===== src/rtl/chg_pkg.sv =====
package chg_pkg;
  typedef enum logic [2:0] {
    PH_OFF     = 3'd0,
    PH_DISCH   = 3'd1,
    PH_PEND    = 3'd2,
    PH_FAST    = 3'd3,
    PH_HOLD    = 3'd4,
    PH_TOPOFF  = 3'd5,
    PH_TRICKLE = 3'd6,
    PH_ABSENT  = 3'd7
  } phase_t;

  typedef struct packed {
    logic clr;
    logic runSafe;
    logic runOv;
  } strobe_t;
endpackage


===== src/rtl/chg_dp.sv =====
module chg_dp import chg_pkg::*; #(
  parameter int SAFE_SECS = 5400,
  parameter int OV_TICKS  = 8,
  parameter int DEB_CYC   = 2
) (
  input  logic    clk,
  input  logic    rstN,
  input  logic    tick8,
  input  logic    dischCmdN,
  input  strobe_t strobe,
  output logic    safeExpired,
  output logic    ovExpired,
  output logic    blink,
  output logic    cmdLow,
  output logic    cmdFall
);
  localparam int SW = $clog2(SAFE_SECS + 1);
  localparam int OW = $clog2(OV_TICKS + 1);
  localparam int DW = $clog2(DEB_CYC + 1);

  logic [2:0]    subSec;
  logic [SW-1:0] secs;
  logic [OW-1:0] ovCnt;
  logic          syncA, syncB, filt;
  logic [DW-1:0] debCnt;

  assign safeExpired = (secs >= SW'(SAFE_SECS));
  assign ovExpired   = (ovCnt >= OW'(OV_TICKS));
  assign cmdLow      = ~filt;

  always_ff @(posedge clk or negedge rstN) begin
    if (!rstN) begin
      subSec <= '0;
      secs   <= '0;
      ovCnt  <= '0;
      blink  <= 1'b0;
    end else begin
      if (tick8) blink <= ~blink;
      if (strobe.clr) begin
        subSec <= '0;
        secs   <= '0;
      end else if (strobe.runSafe && tick8 && !safeExpired) begin
        subSec <= subSec + 3'd1;
        if (subSec == 3'd7) secs <= secs + SW'(1);
      end
      if (strobe.clr) ovCnt <= '0;
      else if (strobe.runOv && tick8 && !ovExpired) ovCnt <= ovCnt + OW'(1);
    end
  end

  always_ff @(posedge clk or negedge rstN) begin
    if (!rstN) begin
      syncA   <= 1'b1;
      syncB   <= 1'b1;
      filt    <= 1'b1;
      debCnt  <= '0;
      cmdFall <= 1'b0;
    end else begin
      syncA   <= dischCmdN;
      syncB   <= syncA;
      cmdFall <= 1'b0;
      if (syncB == filt) begin
        debCnt <= '0;
      end else if (debCnt == DW'(DEB_CYC - 1)) begin
        filt    <= syncB;
        debCnt  <= '0;
        cmdFall <= filt & ~syncB;
      end else begin
        debCnt <= debCnt + DW'(1);
      end
    end
  end

  assert_safe_rise_R9: assert property (@(posedge clk) disable iff (!rstN)
    $rose(safeExpired) |-> $past(strobe.runSafe) && $past(tick8));
  assert_ov_rise_R8: assert property (@(posedge clk) disable iff (!rstN)
    $rose(ovExpired) |-> $past(strobe.runOv) && $past(tick8));
endmodule


===== src/rtl/chg_ctrl.sv =====
module chg_ctrl import chg_pkg::*; (
  input  logic    clk,
  input  logic    rstN,
  input  logic    supplyOk,
  input  logic    cellLow,
  input  logic    cellHigh,
  input  logic    tempOut,
  input  logic    tempCut,
  input  logic    termReq,
  input  logic    topoffEn,
  input  logic    safeExpired,
  input  logic    ovExpired,
  input  logic    blink,
  input  logic    cmdLow,
  input  logic    cmdFall,
  output strobe_t strobe,
  output logic [2:0] phase,
  output logic    dischOn,
  output logic    statusLed,
  output logic    fastDoneN
);
  phase_t state, stateNext, startPhase;

  assign startPhase = cmdLow ? PH_DISCH : PH_PEND;

  always_comb begin
    stateNext = state;
    if (!supplyOk) begin
      stateNext = PH_OFF;
    end else if (cmdFall && state != PH_OFF) begin
      stateNext = PH_DISCH;
    end else begin
      unique case (state)
        PH_OFF:     stateNext = startPhase;
        PH_DISCH:   if (cellLow) stateNext = PH_PEND;
        PH_PEND: begin
          if (cellHigh) stateNext = PH_ABSENT;
          else if (!cellLow && !tempOut) stateNext = PH_FAST;
        end
        PH_FAST: begin
          if (cellHigh) stateNext = PH_HOLD;
          else if (termReq || tempCut || safeExpired)
            stateNext = topoffEn ? PH_TOPOFF : PH_TRICKLE;
        end
        PH_HOLD: begin
          if (!cellHigh) stateNext = PH_TRICKLE;
          else if (ovExpired) stateNext = PH_ABSENT;
        end
        PH_TOPOFF:  if (cellHigh || tempCut || safeExpired) stateNext = PH_TRICKLE;
        PH_TRICKLE: if (cellHigh) stateNext = PH_ABSENT;
        PH_ABSENT:  if (!cellHigh) stateNext = startPhase;
        default:    stateNext = PH_OFF;
      endcase
    end
  end

  always_ff @(posedge clk or negedge rstN) begin
    if (!rstN) state <= PH_OFF;
    else       state <= stateNext;
  end

  always_comb begin
    strobe.clr     = (stateNext != state);
    strobe.runSafe = (state == PH_FAST) || (state == PH_TOPOFF);
    strobe.runOv   = (state == PH_HOLD);
  end

  assign phase     = state;
  assign dischOn   = (state == PH_DISCH);
  assign fastDoneN = !((state == PH_TOPOFF) || (state == PH_TRICKLE));

  always_comb begin
    unique case (state)
      PH_DISCH, PH_PEND:                 statusLed = blink;
      PH_TOPOFF, PH_TRICKLE, PH_ABSENT:  statusLed = 1'b1;
      default:                           statusLed = 1'b0;
    endcase
  end

  assert_supply_off_R1: assert property (@(posedge clk) disable iff (!rstN)
    !supplyOk |=> phase == 3'd0);
  assert_pend_waits_R5: assert property (@(posedge clk) disable iff (!rstN)
    (state == PH_PEND) && supplyOk && !cmdFall && !cellHigh && (cellLow || tempOut)
      |=> phase == 3'd2);
  assert_absent_holds_R6: assert property (@(posedge clk) disable iff (!rstN)
    (state == PH_ABSENT) && supplyOk && !cmdFall && cellHigh |=> phase == 3'd7);
  assert_ov_hold_R8: assert property (@(posedge clk) disable iff (!rstN)
    (state == PH_FAST) && supplyOk && !cmdFall && cellHigh |=> phase == 3'd4);
  assert_topoff_ignores_term_R10: assert property (@(posedge clk) disable iff (!rstN)
    (state == PH_TOPOFF) && supplyOk && !cmdFall && !cellHigh && !tempCut && !safeExpired
      |=> phase == 3'd5);
endmodule


===== src/rtl/charge_seq.sv =====
module charge_seq import chg_pkg::*; #(
  parameter int SAFE_SECS = 5400,
  parameter int OV_TICKS  = 8,
  parameter int DEB_CYC   = 2
) (
  input  logic       clk,
  input  logic       rstN,
  input  logic       supplyOk,
  input  logic       cellLow,
  input  logic       cellHigh,
  input  logic       tempOut,
  input  logic       tempCut,
  input  logic       termReq,
  input  logic       dischCmdN,
  input  logic       topoffEn,
  input  logic       tick8,
  output logic [2:0] phase,
  output logic       dischOn,
  output logic       statusLed,
  output logic       fastDoneN
);
  strobe_t strobe;
  logic safeExpired, ovExpired, blink, cmdLow, cmdFall;

  chg_dp #(.SAFE_SECS(SAFE_SECS), .OV_TICKS(OV_TICKS), .DEB_CYC(DEB_CYC)) uDp (
    .clk(clk), .rstN(rstN), .tick8(tick8), .dischCmdN(dischCmdN), .strobe(strobe),
    .safeExpired(safeExpired), .ovExpired(ovExpired), .blink(blink),
    .cmdLow(cmdLow), .cmdFall(cmdFall));

  chg_ctrl uCtrl (
    .clk(clk), .rstN(rstN), .supplyOk(supplyOk), .cellLow(cellLow), .cellHigh(cellHigh),
    .tempOut(tempOut), .tempCut(tempCut), .termReq(termReq), .topoffEn(topoffEn),
    .safeExpired(safeExpired), .ovExpired(ovExpired), .blink(blink), .cmdLow(cmdLow),
    .cmdFall(cmdFall), .strobe(strobe), .phase(phase), .dischOn(dischOn),
    .statusLed(statusLed), .fastDoneN(fastDoneN));
endmodule


===== config.mk =====
export PLATFORM = sky130hd
export DESIGN_NAME = charge_seq
export DESIGN_NICKNAME = d
export VERILOG_FILES = /design/src/rtl/chg_pkg.sv /design/src/rtl/chg_dp.sv /design/src/rtl/chg_ctrl.sv /design/src/rtl/charge_seq.sv
export SDC_FILE = /design/constraint.sdc
export NUM_CORES = 1
export LEC_CHECK = 0
export BUFFER_PORTS_ARGS = -buffer_cell sky130_fd_sc_hd__clkbuf_2
export CORE_UTILIZATION = 49
export DETAILED_ROUTE_END_ITERATION = 16
export PLACE_DENSITY = 0.76
export SLEW_MARGIN = 20
export SYNTH_ARGS = -nofsm -noshare
export SYNTH_HDL_FRONTEND = slang
export SYNTH_HIERARCHICAL = 1
export SYNTH_SLANG_ARGS = --single-unit

===== constraint.sdc =====
create_clock -name clk -period 3.5 [get_ports clk]
set_clock_uncertainty 0.05 [all_clocks]
set_input_delay 0.525 -clock clk [delete_from_list [all_inputs] [get_ports clk]]
set_output_delay 0.525 -clock clk [all_outputs]
set_load 0.01 [all_outputs]

==> run metrics <==
status=finished, final reports clean; die area=4200 um2; endpoints failing hold=0; top cells by area, synth=dfrtp_1 35%, ha_1 4.5%, a21oi_1 4.4%, dfstp_2 4.1%, nor2_1 3.9%; vias per cell=5.81; dpl hpwl=2.59 mm; Crit Path Max Fanout=27; Hold Path Class=input port to async pin; filler instances=329; Synth Area in Simple Gates=27.2%; GPL Wtd Cong=~0.84; vias=1603; Inserted Clock Buffers=5; Clock Latency Late Sink=280 ps; # Post-CTS Setup Buffers=0; Post-DP Area=between 2000 and 2500 um2; H-tree depth=2; WS Path Type=flip-flop to flip-flop; row count=22; Routed WL=3.76 mm; Synth cell types=52; post-synthesis xor/xnor area fraction=2.27%; Final Cell Area=2140 um2; crit share post-route=82.0%; global-route total usage across every layer=between 10% and 20%; Final setup viols=0; Mapped Cells=roughly 210; WL/cell=13.6 um; drt drc=0; reg-to-reg critical path startpoint=uDp/secs[4]; total grt overflow=0; Syn Nets=about 230; Seq/Total Area, Yosys=39.1%; largest area contributor in the netlist=dfrtp_1; Max Buffers Root-to-Sink=2; post-cts resize count=0; mux cell area share after synthesis=about 4.4%; number of hold buffers added after CTS=0; # port buffers=16; CTS Sinks=30; fin crit period=~2900 ps; CTS tree=built; flop2flop setup slack=630 ps; DR iter-0 viols=163; CP Launch Point=uDp/secs[4]; RSZ-0062 raised after global routing=false; I/O pin cnt=17; P&R area growth vs syn=11.0%; core box area=3720 um2; Yosys reg bits=30; initial antenna violation count=0; FMAX=348 MHz; max-slew headroom at the worst pin=between 50% and 60%; Worst Max-Slew Pin Slew=744 ps; # diodes=0; Max-cap violations=0; Slew Limit Fails=0; share of flip-flops with an asynchronous set or reset=100%; Routed Antenna Nets=0; largest net degree at the start of global routing=31; placed cells=268; prevailing post-synth register cell=dfrtp_1; Worst Reg-to-Reg Cells=10; critical path required time=3610 ps; compound-cell area share of the yosys netlist=16.6%; post-synth top area share=35.0%; Die H=between 60 and 70 um; Startpoint Class=flip-flop; Netlist Area Pre-Place=1930 um2; vias in the first global route=1412; clock slew at reported path FFs=approximately 70 ps; non-filler instance count after layout=276; largest family of logic cells by synthesized area=simple AND/OR/NAND/NOR gates; P per Cell Area=approximately 630 nW/um2; Peak supply drop=0.336 mV; Post-Synth Adder-Cell Area=4.54%; leakage=0.879 nW; setup TNS=0 ps; mean post-synth cell area=9.06 um2; Root Driver=clkbuf_8; critical path capture point type=flip-flop; YS warnings=6; Initial Util=52.0%; layout cells sized above 1=18.0%; drt pass-1 iters=4; Critical R2R Capture=uDp/secs[10]; Die W=approximately 65 um; first-pass GRT wire length=approximately 6.3 mm; EDFF count, synth=0; Final nets=245; Arr. time, crit path=2990 ps
-- registers in the layout, summed over array words and instances, names as in the netlist --
signal,cells
uDp/subSec,3
uDp/syncB,1
uDp/debCnt,2
uDp/blink,1
uCtrl/phase,3
uDp/syncA,1
uDp/cmdFall,1
uDp/filt,1
uDp/ovCnt,4
uDp/secs,13
-- worst max path at each step --
| stage | to | cells past startpoint |
|---|---|---|
| 6_report | uDp/secs[10] | 10 |
| 5_1_grt | uDp/secs[10] | 10 |
| 4_1_cts | uDp/secs[10] | 10 |
| 3_5_place_dp | uDp/secs[10] | 10 |
| 3_3_place_gp | uDp/subSec[0] | 10 |
| 2_1_floorplan | uDp/ovCnt[0] | 11 |
-- per-layer routing --
layer | share of wire (%) | track usage [%] | routed length (um) | vias to the layer above
li1 | - | - | - | 792
met4 | 2.0 | 10.0 | 77 | 0
met3 | 4.6 | 4.93 | 173 | 6
met1 | 47 | 25.9 | 1760 | 766
met5 | 0 | 0 | 0 | -
met2 | 46 | 30.6 | 1750 | 39
-- kinds of logic after synthesis --
logic type | after synthesis
xor+xnor | 5
mux | 8
simple gates | 91
fa+ha+maj | 7
compound gates | 48
buf+inv | 24
flops | 30
-- critical path, cell delays in order, from the launching register on --
cell	delay, ps
dfrtp_1	440
a2111oi_2	440
o32ai_2	190
nor3_4	300
nor3_1	100
a2bb2oi_2	200
mux2_1	310
nand4_1	80
buf_4	270
nor2_1	70
mux2_1	300
-- cell usage after synthesis, types with 3 or more instances --
cell and instances:
inv_1 13, buf_2 4, mux2_1 3, nand3_1 5, or4_1 7, o21ai_1 3
o21ai_0 6, dfrtp_1 27, o31ai_1 7, nand2_1 15, xor2_1 3, or3_1 3
mux2i_1 4, dfstp_2 3, nand4_1 3, nor3_1 6, a21oi_1 17, nand2b_1 9
clkbuf_1 4, ha_1 7, nor2b_1 4, nor4_1 3, nor2_1 20
-- cell type report --
type | instances | area, um2 | area share, %
Multi-Input combinational cell | 159 | 1070 | 49.9
Sequential cell | 30 | 754 | 35.2
Timing Repair Buffer | 18 | 95.1 | 4.44
Clock buffer | 5 | 68.8 | 3.21
Tap cell | 48 | 60.1 | 2.80
Inverter | 13 | 48.8 | 2.28
Clock inverter | 3 | 45.0 | 2.10
-- layout by cell type, fill, tap and decap left out, types with 2 or more instances in the layout --
| cell type | n |
|---|---|
| dfrtp_1 | 27 |
| nor2_1 | 20 |
| a21oi_1 | 17 |
| clkbuf_2 | 16 |
| nand2_1 | 15 |
| inv_1 | 13 |
| nand2b_1 | 9 |
| o31ai_1 | 7 |
| or4_1 | 7 |
| ha_1 | 7 |
| nor3_1 | 6 |
| o21ai_0 | 6 |
| clkbuf_8 | 5 |
| nand3_1 | 5 |
| nor2b_1 | 4 |
| mux2i_1 | 4 |
| xor2_1 | 3 |
| o21ai_1 | 3 |
| mux2_1 | 3 |
| nor4_1 | 3 |
| or3_1 | 3 |
| nand4_1 | 3 |
| dfstp_2 | 3 |
| clkinvlp_4 | 2 |
| and2_1 | 2 |
| o2111ai_1 | 2 |
| o31a_1 | 2 |
| o22ai_1 | 2 |
| xnor2_1 | 2 |
| and3b_1 | 2 |
| and3_1 | 2 |
| buf_4 | 2 |
-- where the power goes --
part,internal (W),leakage (nW),switching (W)
Sequential,0.000388,0.402,0.0000850
Combinational,0.000225,0.427,0.000302
Clock,0.000211,0.0504,0.000138
-- through the flow --
stage / setup WS, ps / util, % / hold WS, ps / total power, W
4_1_cts: 634 / 57.6 / 256 / 0.00136
5_1_grt: 474 / 57.6 / 251 / 0.00144
3_5_place_dp: 650 / 54.6 / 301 / 0.00100
2_1_floorplan: 410 / - / 179 / 0.000886
6_report: 629 / 57.6 / 243 / 0.00135
3_3_place_gp: 726 / 54.6 / 297 / 0.000997
Power figures use the tool's default switching activity.
